## config.mk

```make
export PLATFORM = sky130hd
export DESIGN_NAME = cpu_clk_seq
export DESIGN_NICKNAME = d
export VERILOG_FILES = /design/src/rtl/clk_seq_pkg.sv /design/src/rtl/clk_rate_lookup.sv /design/src/rtl/clk_safe_div.sv /design/src/rtl/clk_wait_timer.sv /design/src/rtl/cpu_clk_seq.sv
export SDC_FILE = /design/constraint.sdc
export NUM_CORES = 2
export LEC_CHECK = 0
export BUFFER_PORTS_ARGS = -buffer_cell sky130_fd_sc_hd__buf_2
export CORE_MARGIN = 10
export CORE_UTILIZATION = 60
export DETAILED_ROUTE_END_ITERATION = 10
export PLACE_DENSITY = 0.87
export SETUP_SLACK_MARGIN = 0.1
export SLEW_MARGIN = 30
export SYNTH_ARGS = -nofsm -noshare
export SYNTH_HDL_FRONTEND = slang
export SYNTH_SLANG_ARGS = --single-unit
```

## constraint.sdc

```tcl
create_clock -name clk_i -period 3.1 [get_ports clk_i]
set_input_delay 0.93 -clock clk_i [delete_from_list [all_inputs] [get_ports clk_i]]
set_output_delay 0.93 -clock clk_i [all_outputs]
set_load 0.01 [all_outputs]
```

## src/rtl/clk_seq_pkg.sv

```systemverilog
package clk_seq_pkg;
  localparam int unsigned AW     = 4;
  localparam int unsigned FLD_W  = 3;
  localparam int unsigned MUX_POS = 16;
  localparam int unsigned DBG_POS = 16;

  localparam logic [AW-1:0] A_SEL      = 4'd0;
  localparam logic [AW-1:0] A_SEL_STAT = 4'd1;
  localparam logic [AW-1:0] A_DIV0     = 4'd2;
  localparam logic [AW-1:0] A_DIV1     = 4'd3;
  localparam logic [AW-1:0] A_D0_STAT  = 4'd4;
  localparam logic [AW-1:0] A_D1_STAT  = 4'd5;

  typedef enum logic [3:0] {
    S_IDLE, S_SAFE_WR, S_SAFE_WT, S_MUX_WR, S_MUX_WT,
    S_D0_WR, S_D0_WT, S_D1_WR, S_D1_WT, S_DONE
  } seq_st_e;
endpackage

```

## src/rtl/clk_rate_lookup.sv

```systemverilog
module clk_rate_lookup #(
  parameter int unsigned N_ENT = 4,
  parameter int unsigned RW    = 32,
  parameter int unsigned DW    = 32
) (
  input  logic [N_ENT*RW-1:0] tbl_rate_i,
  input  logic [N_ENT*DW-1:0] tbl_div0_i,
  input  logic [N_ENT*DW-1:0] tbl_div1_i,
  input  logic [RW-1:0]       new_rate_i,
  output logic                hit_o,
  output logic [DW-1:0]       div0_o,
  output logic [DW-1:0]       div1_o
);
  localparam int unsigned PW = RW + 10;

  logic [N_ENT-1:0] zero_v, match_v;
  logic [DW-1:0]    d0_a [N_ENT];
  logic [DW-1:0]    d1_a [N_ENT];

  for (genvar i = 0; i < N_ENT; i++) begin : g_ent
    logic [RW-1:0] rate;
    assign rate       = tbl_rate_i[i*RW +: RW];
    assign zero_v[i]  = (rate == '0);
    assign match_v[i] = ({10'd0, rate} * PW'(1000)) == {10'd0, new_rate_i};
    assign d0_a[i]    = tbl_div0_i[i*DW +: DW];
    assign d1_a[i]    = tbl_div1_i[i*DW +: DW];
  end

  // first entry wins; a zero-rate entry ends the scan
  always_comb begin
    logic stop;
    stop   = 1'b0;
    hit_o  = 1'b0;
    div0_o = '0;
    div1_o = '0;
    for (int i = 0; i < N_ENT; i++) begin
      if (!stop) begin
        if (zero_v[i]) begin
          stop = 1'b1;
        end else if (match_v[i]) begin
          stop   = 1'b1;
          hit_o  = 1'b1;
          div0_o = d0_a[i];
          div1_o = d1_a[i];
        end
      end
    end
  end
endmodule

```

## src/rtl/clk_safe_div.sv

```systemverilog
module clk_safe_div #(
  parameter int unsigned RW = 32
) (
  input  logic [RW-1:0] alt_rate_i,
  input  logic [RW-1:0] old_rate_i,
  input  logic [RW-1:0] new_rate_i,
  output logic          need_o,
  output logic [2:0]    div_o,
  output logic          over_o
);
  localparam int unsigned PW = RW + 4;

  logic [RW-1:0] min_rate;
  logic [7:0]    fits;

  assign min_rate = (old_rate_i < new_rate_i) ? old_rate_i : new_rate_i;
  assign need_o   = (alt_rate_i > old_rate_i) || (old_rate_i > new_rate_i);

  // fits[k]: alt <= (k+1)*min, so ceil(alt/min) <= k+1
  for (genvar k = 0; k < 8; k++) begin : g_mul
    assign fits[k] = {4'd0, alt_rate_i} <= (PW'(k + 1) * {4'd0, min_rate});
  end

  always_comb begin
    div_o  = 3'd7;
    over_o = 1'b1;
    for (int k = 7; k >= 0; k--) begin
      if (fits[k]) begin
        div_o  = 3'(k);
        over_o = 1'b0;
      end
    end
  end
endmodule

```

## src/rtl/clk_wait_timer.sv

```systemverilog
module clk_wait_timer #(
  parameter int unsigned CW = 16
) (
  input  logic          clk_i,
  input  logic          rst_ni,
  input  logic          active_i,
  input  logic [CW-1:0] limit_i,
  output logic          expired_o
);
  logic [CW-1:0] cnt_q;

  always_ff @(posedge clk_i or negedge rst_ni) begin
    if (!rst_ni)              cnt_q <= '0;
    else if (!active_i)       cnt_q <= '0;
    else if (cnt_q != '1)     cnt_q <= cnt_q + 1'b1;
  end

  assign expired_o = active_i && (cnt_q >= limit_i);

  AST_CNT_IDLE_ZERO: assert property (@(posedge clk_i) disable iff (!rst_ni)
    !active_i |=> (cnt_q == '0));
endmodule

```

## src/rtl/cpu_clk_seq.sv

```systemverilog
module cpu_clk_seq
  import clk_seq_pkg::*;
#(
  parameter int unsigned N_ENT    = 4,
  parameter int unsigned RW       = 32,
  parameter int unsigned DW       = 32,
  parameter int unsigned CW       = 16,
  parameter bit          HAS_DIV1 = 1'b1,
  parameter bit          DBG_DIV  = 1'b0
) (
  input  logic                clk_i,
  input  logic                rst_ni,
  input  logic                pre_req_i,
  input  logic                post_req_i,
  input  logic [RW-1:0]       old_rate_i,
  input  logic [RW-1:0]       new_rate_i,
  input  logic [RW-1:0]       alt_rate_i,
  input  logic [N_ENT*RW-1:0] tbl_rate_i,
  input  logic [N_ENT*DW-1:0] tbl_div0_i,
  input  logic [N_ENT*DW-1:0] tbl_div1_i,
  input  logic [CW-1:0]       tout_cycles_i,
  output logic [AW-1:0]       reg_addr_o,
  output logic                reg_we_o,
  output logic [DW-1:0]       reg_wdata_o,
  input  logic [DW-1:0]       reg_rdata_i,
  output logic                busy_o,
  output logic                done_o,
  output logic                err_o,
  output logic                warn_o,
  output logic                tout_o
);
  localparam logic [DW-1:0] CORE_MASK = DW'(7);
  localparam logic [DW-1:0] DBG_MASK  = DBG_DIV ? (DW'(7) << DBG_POS) : '0;
  localparam logic [DW-1:0] FLD_MASK  = CORE_MASK | DBG_MASK;
  localparam logic [DW-1:0] SEL_BIT   = DW'(1) << MUX_POS;

  seq_st_e       st_q, st_d;
  logic          post_q, err_q, warn_q, tout_q;
  logic [DW-1:0] d0_q, d1_q, fv_q;
  logic          hit, need, over, in_wait, ok, expired;
  logic [DW-1:0] div0_sel, div1_sel, safe_w;
  logic [2:0]    sdiv;

  clk_rate_lookup #(.N_ENT(N_ENT), .RW(RW), .DW(DW)) u_lookup (
    .tbl_rate_i(tbl_rate_i), .tbl_div0_i(tbl_div0_i), .tbl_div1_i(tbl_div1_i),
    .new_rate_i(new_rate_i), .hit_o(hit), .div0_o(div0_sel), .div1_o(div1_sel)
  );

  clk_safe_div #(.RW(RW)) u_safe (
    .alt_rate_i(alt_rate_i), .old_rate_i(old_rate_i), .new_rate_i(new_rate_i),
    .need_o(need), .div_o(sdiv), .over_o(over)
  );

  clk_wait_timer #(.CW(CW)) u_timer (
    .clk_i(clk_i), .rst_ni(rst_ni), .active_i(in_wait),
    .limit_i(tout_cycles_i), .expired_o(expired)
  );

  assign safe_w = DW'(sdiv) | DBG_MASK;

  always_comb begin
    st_d        = st_q;
    reg_addr_o  = A_SEL;
    reg_we_o    = 1'b0;
    reg_wdata_o = '0;
    in_wait     = 1'b0;
    ok          = 1'b0;
    unique case (st_q)
      S_IDLE: begin
        if (pre_req_i) begin
          if (hit) st_d = need ? S_SAFE_WR : S_MUX_WR;
        end else if (post_req_i && (hit || !DBG_DIV)) begin
          st_d = S_MUX_WR;
        end
      end
      S_SAFE_WR: begin
        reg_addr_o  = A_DIV0;
        reg_we_o    = 1'b1;
        reg_wdata_o = (reg_rdata_i & ~FLD_MASK) | (fv_q & FLD_MASK);
        st_d        = S_SAFE_WT;
      end
      S_SAFE_WT: begin
        reg_addr_o = A_D0_STAT;
        in_wait    = 1'b1;
        ok         = (reg_rdata_i & FLD_MASK) == '0;
        if (ok || expired) st_d = post_q ? S_DONE : S_MUX_WR;
      end
      S_MUX_WR: begin
        reg_addr_o  = A_SEL;
        reg_we_o    = 1'b1;
        reg_wdata_o = post_q ? (reg_rdata_i & ~SEL_BIT) : (reg_rdata_i | SEL_BIT);
        st_d        = S_MUX_WT;
      end
      S_MUX_WT: begin
        reg_addr_o = A_SEL_STAT;
        in_wait    = 1'b1;
        ok         = reg_rdata_i[MUX_POS +: FLD_W] == (post_q ? 3'd1 : 3'd2);
        if (ok || expired) st_d = post_q ? S_SAFE_WR : S_D0_WR;
      end
      S_D0_WR: begin
        reg_addr_o  = A_DIV0;
        reg_we_o    = 1'b1;
        reg_wdata_o = d0_q;
        st_d        = S_D0_WT;
      end
      S_D0_WT: begin
        reg_addr_o = A_D0_STAT;
        in_wait    = 1'b1;
        ok         = reg_rdata_i == '0;
        if (ok || expired) st_d = HAS_DIV1 ? S_D1_WR : S_DONE;
      end
      S_D1_WR: begin
        reg_addr_o  = A_DIV1;
        reg_we_o    = 1'b1;
        reg_wdata_o = d1_q;
        st_d        = S_D1_WT;
      end
      S_D1_WT: begin
        reg_addr_o = A_D1_STAT;
        in_wait    = 1'b1;
        ok         = reg_rdata_i == '0;
        if (ok || expired) st_d = S_DONE;
      end
      S_DONE:  st_d = S_IDLE;
      default: st_d = S_IDLE;
    endcase
  end

  always_ff @(posedge clk_i or negedge rst_ni) begin
    if (!rst_ni) begin
      st_q   <= S_IDLE;
      post_q <= 1'b0;
      err_q  <= 1'b0;
      warn_q <= 1'b0;
      tout_q <= 1'b0;
      d0_q   <= '0;
      d1_q   <= '0;
      fv_q   <= '0;
    end else begin
      st_q   <= st_d;
      err_q  <= 1'b0;
      warn_q <= 1'b0;
      if (st_q == S_IDLE) begin
        if (pre_req_i) begin
          if (!hit) begin
            err_q <= 1'b1;
          end else begin
            post_q <= 1'b0;
            fv_q   <= safe_w;
            d0_q   <= div0_sel | (need ? safe_w : '0);
            d1_q   <= div1_sel;
            warn_q <= need && over;
          end
        end else if (post_req_i) begin
          if (DBG_DIV && !hit) begin
            err_q <= 1'b1;
          end else begin
            post_q <= 1'b1;
            fv_q   <= div0_sel & DBG_MASK;
          end
        end
      end
      if (in_wait && expired && !ok) tout_q <= 1'b1;
    end
  end

  assign busy_o = (st_q != S_IDLE);
  assign done_o = (st_q == S_DONE);
  assign err_o  = err_q;
  assign warn_o = warn_q;
  assign tout_o = tout_q;

  AST_DONE_PULSE: assert property (@(posedge clk_i) disable iff (!rst_ni)
    done_o |=> !done_o);
  AST_WE_ONLY_BUSY: assert property (@(posedge clk_i) disable iff (!rst_ni)
    reg_we_o |-> busy_o);
  AST_ERR_IDLE: assert property (@(posedge clk_i) disable iff (!rst_ni)
    err_o |-> !busy_o);
  AST_TOUT_STICKY: assert property (@(posedge clk_i) disable iff (!rst_ni)
    tout_o |=> tout_o);
  AST_SAFE_KEEPS_REST: assert property (@(posedge clk_i) disable iff (!rst_ni)
    (st_q == S_SAFE_WR) |-> ((reg_wdata_o & ~FLD_MASK) == (reg_rdata_i & ~FLD_MASK)));
  AST_RELOAD_AFTER_MUX: assert property (@(posedge clk_i) disable iff (!rst_ni)
    (st_q == S_D0_WR) |-> ($past(st_q) == S_MUX_WT));
endmodule

```

==> results of run 1 <==
-- cells in the mapped netlist (22+ instances only) --
cell / n / area share
inv_1: 945 / 0.077
ha_1: 854 / 0.23
fa_1: 506 / 0.22
a21oi_1: 368 / 0.040
nand2_1: 280 / 0.023
a21o_1: 266 / 0.044
nor2_1: 264 / 0.022
o21ai_0: 203 / 0.022
nand4_1: 145 / 0.020
xnor2_1: 142 / 0.027
xor2_1: 112 / 0.021
nand3_1: 108 / 0.012
clkbuf_1: 107 / 0.0088
dfrtp_1: 91 / 0.050
a222oi_1: 88 / 0.019
o21a_1: 77 / 0.013
nor3_1: 64 / 0.0070
nand2b_1: 59 / 0.0081
nor2b_1: 57 / 0.0078
buf_2: 47 / 0.0051
o211ai_1: 47 / 0.0077
a31oi_1: 43 / 0.0059
nor4_1: 39 / 0.0053
and2_1: 37 / 0.0050
a211oi_1: 35 / 0.0057
and3_1: 34 / 0.0046
o21bai_1: 34 / 0.0056
or3_1: 22 / 0.0030
-- metal layers --
| layer | global-route usage | GRT overflow |
|---|---|---|
| met5 | 0.343 | 0 |
| met3 | 0.590 | 6 |
| met2 | 0.829 | 96 |
| met1 | 0.677 | 3 |
| met4 | 0.631 | 72 |
-- per-stage QoR --
stage          TNS [ps]  instance area (um2)  hold slack (ps)
2_1_floorplan   -256130                46200              449
3_3_place_gp    -320230                60400              458
3_5_place_dp    -335790                60400              465
4_1_cts         -303270                62800              444
-- what timing repair did --
action                     CTS
hold buffers                 0
pin swaps                  150
setup buffers               45
gates resized for setup    311
cloned                      16
setup endpoints to repair   81
-- logic make-up after synthesis --
kind of cell               synth area share
other                             0.0000818
AOI/OAI and AO/OA                     0.214
and+or+nand+nor                       0.133
buffers and inverters                0.0938
muxes                               0.00606
adders and majority gates             0.454
DFF                                  0.0497
xor gates and xnor gates             0.0490
==> results.md, run 1 <==
* Vias in the first global route at 69,291
* Chip height at 296 um
* H-tree depth at 3
* Syn_nets at 7,370
* Synthesized flop and latch total at 91
* I/O pins at 574
* CTS root buffer: clkbuf_16
* Clk buf depth at 2
* Post-synth top flop: dfrtp_1
* Routability congestion estimate at 1.31
* DP HPWL at 182 mm
* Aggregate global routing overflow at 177
* Clk sinks at 91
* Mapped Area at 45,800 um2
* Fail Step: 5_1_grt
* Dpl cells at 8,289
* Post-synthesis cell count at 5,478
* YS warnings at 0
* First-pass GRT wire length at 445 mm
* Row count at 101
* Mapped Avg Cell Area at 8.37 um2
* Sequential share of the synthesized area at 0.0497
* Num CTS Buffers at 9
* Pre-CTS setup slack at -5640 ps
* Status: did not finish
* Buffers on Ports at 572
* Netlist cell types at 101
* Largest net degree at the start of global routing at 55
* Error msg: [ERROR GRT-0116] Global routing finished with congestion. Check the congestion regions in the DRC Viewer.
* GRT Total Usage at 0.686
* Die width at 296 um
* Post-synth EDFFs at 0
* Asr flop ratio synth at 1.00
* Initial Utilization at 0.605
==> inputs of run 2 (changes only) <==
--- a/config.mk
+++ b/config.mk
@@ -7,10 +7,9 @@
 export LEC_CHECK = 0
 export BUFFER_PORTS_ARGS = -buffer_cell sky130_fd_sc_hd__buf_2
 export CORE_MARGIN = 10
-export CORE_UTILIZATION = 60
+export CORE_UTILIZATION = 40
 export DETAILED_ROUTE_END_ITERATION = 10
-export PLACE_DENSITY = 0.87
-export SETUP_SLACK_MARGIN = 0.1
+export PLACE_DENSITY_LB_ADDON = 0.15
 export SLEW_MARGIN = 30
 export SYNTH_ARGS = -nofsm -noshare
 export SYNTH_HDL_FRONTEND = slang
==> run 2 against run 1 <==
Effect of this change:
- the flow now finishes, with violations (setup timing)
- synthesized cell count unchanged
- area after synthesis did not move
==> results.md, run 2 <==
* Worst hold path endpoint: d1_q[15]
* Wire length per cell at 22.8 um
* Critical Path Max Stage Delay at 540 ps
* Most common cell after layout, fill and taps aside: buf_4
* Largest net degree at the start of global routing at 50
* Adder-Cell Fraction of Synth Area at 0.454 (unchanged)
* CP dominant cell by count: a21o_1
* Routability congestion estimate at 1.00 (-24%)
* Clock tree from TritonCTS: done
* Failing checks: setup timing
* R2R cell count at 15
* GRT Total Usage at 0.312
* Via density at 5.46
* Final antenna-violating net count at 0
* Worst vdd ir at 0.000563 V
* Period utilisation layout at 2.56
* Mux share of post-synthesis cell area at 0.00606 (unchanged)
* Hold depth at 1
* Max Cap Viol at 0
* H-tree depth at 3 (unchanged)
* Largest regs: d0_q x32, d1_q x32, u_timer.cnt_q x16
* Share of synthesized cell area in and, or, nand and nor gates at 0.133 (unchanged)
* Drc violations at 0
* Num CTS Buffers at 9 (unchanged)
* Critical R2R Launch: u_timer.cnt_q[0]
* Worst Path Required at 3360 ps
* Area share of the largest cell type after synthesis at 0.233 (unchanged)
* Clk slew on worst S/H paths at 60 ps
* Post-synth EDFFs at 0 (unchanged)
* Area leader, netlist: ha_1
* Vias in the first global route at 49,760
* Worst flop-to-flop path endpoint: st_q[1]
* Crit-path max FO at 7
* First-pass GRT wire length at 308 mm
* Clk_skew at 19.7 ps
* Die width at 359 um (+21%)
* Area growth, synth to finish at 44.9%
* Netlist cell types at 101 (unchanged)
* # nets final at 9,469
* Routed Wire Length at 207 mm
* Fraction of layout cells with a size suffix above 1 at 0.357
* Die area at 129,000 um2
* Vias at 49,769
* Largest family of logic cells by synthesized area: adder cells
* First-iteration detailed-routing DRC count at 4,825
* Post-synth top flop: dfrtp_1
* Most frequent cells in the layout: buf_4 (1,600), inv_1 (905), ha_1 (782), buf_2 (533), fa_1 (499)
* Final worst slack at -4830 ps
* Post-synthesis cell count at 5,478 (unchanged)
* Clk buf depth at 2 (unchanged)
* Slew Viols, Final at 0
* CTS Hold Buffers Added at 0 (unchanged)
* Total iterations of the first detailed-routing run at 9
* Most frequent cells after synthesis: inv_1 (945), ha_1 (854), fa_1 (506)
* Syn_nets at 7,370 (unchanged)
* Crit. End Element: flop
* Sequential share of the synthesized area at 0.0497 (unchanged)
* Core Area at 114,000 um2
* Worst skew pair latency at 370 ps
* Worst setup startpoint: new_rate_i[1]
* RSZ-0062 raised after global routing: true
* Crit path time final at 7930 ps
* DP HPWL at 179 mm (-1.8%)
* Pleak at 0.0350 uW
* Compound-Gate Fraction of Synth Area at 0.214 (unchanged)
* HP Class: flop to flop
* Hold Path Origin: d1_q[15]
* Startpoint types: primary input
* Pwr dens at 965 nW/um2
* Buffers on Ports at 572 (unchanged)
* Count leader, synth: inv_1
* Critical path class: primary input to flop
* Initial Utilization at 0.402 (-0.203)
* Final TNS setup at -280,330 ps
* # setup viols final at 73
* Status: complete, but fails checks
* Slew margin rel. at 0.393
* Synthesized flop and latch total at 91 (unchanged)
* Clk sinks at 91 (unchanged)
* Initial antenna violation count at 30
* Pre-CTS setup slack at -5840 ps (-198 ps)
* Row count at 124 (+23%)
* Slowest library cell on the worst path: fa_1
* Chip height at 359 um (+21%)
* Crit path DAT at 8190 ps
* Asr flop ratio synth at 1.00 (unchanged)
* Mapped Area at 45,800 um2 (unchanged)
* Aggregate global routing overflow at 0
* Top cells by area, synth: ha_1 (23%), fa_1 (22%), inv_1 (7.7%)
* I/O pins at 574 (unchanged)
* Max Freq at 126 MHz
* CTS root buffer: clkbuf_16
* Mapped Avg Cell Area at 8.37 um2 (unchanged)
* YS warnings at 0 (unchanged)
* XOR/XNOR Fraction of Synth Area at 0.0490 (unchanged)
* Worst-Margin Slew at 901 ps
* Reg2Reg Setup Slack at 260 ps
* Final hold viol count at 0
## run 2: logic make-up after synthesis
kind of cell / count (synthesis)
AO/OA/AOI/OAI: 1431
adder cells (fa/ha/maj): 1360
AND/OR/NAND/NOR: 1196
buffers and inverters: 1118
XOR/XNOR: 255
flip-flops: 91
multiplexers: 26
other: 1
## run 2: stage by stage
stage,instance area [um2],total power [uW],util,hold WS (ps),instances
floorplan,46200,32300,-,449,5478
global placement,62100,57400,0.545,456,8959
detailed placement,62100,57500,0.545,465,8959
CTS,65500,62200,0.575,480,9066
global route,66400,69700,0.582,495,9103
finish,66400,64100,0.582,479,9108
## run 2: power by group
| group | switching (uW) | internal (uW) |
|---|---|---|
| sequential | 58.2 | 1230 |
| clock | 542 | 570 |
| combinational | 31600 | 30100 |
## run 2: layout make-up
| type | instances | area [um2] |
|---|---|---|
| Clock inverter | 5 | 37.5 |
| Multi-Input combinational cell | 4270 | 41700 |
| Tap cell | 1512 | 1890 |
| Inverter | 945 | 3570 |
| Sequential cell | 91 | 2280 |
| Timing Repair Buffer | 2260 | 16700 |
| Antenna cell | 14 | 35.0 |
| Clock buffer | 11 | 243 |
| Fill cell | 10517 | 47600 |
## run 2: repair_timing
item,4_1_cts,5_1_grt
endpoints found under the setup margin,79,91
gates resized for setup,435,159
pin swaps,145,104
setup buffers,76,36
gates cloned,17,3
## run 2: worst max-delay path, delay by kind of cell
kind | cells | cell delay [ps]
AO/OA/AOI/OAI | 16 | 3300
buffers and inverters | 10 | 1150
adder cells (fa/ha/maj) | 4 | 1240
XOR/XNOR | 1 | 180
AND/OR/NAND/NOR | 11 | 1370
## run 2: how the worst max path moves through the flow
stage | depth (start not counted) | slack [ps] | end
6_report | 42 | -4830 | warn_o
5_1_grt | 43 | -5120 | d0_q[0]
4_1_cts | 42 | -4670 | d0_q[0]
3_5_place_dp | 41 | -5840 | d0_q[0]
3_3_place_gp | 42 | -5650 | d0_q[0]
2_1_floorplan | 38 | -4550 | d0_q[0]
## run 2: layer usage
metal,vias up,share of wire,GRT usage
met4,26,0.021,0.0586
met1,24280,0.46,0.460
li1,23417,-,-
met3,218,0.096,0.0722
met5,-,0.00080,0
met2,1828,0.42,0.460
No activity file was read; power rests on OpenSTA's default activity.
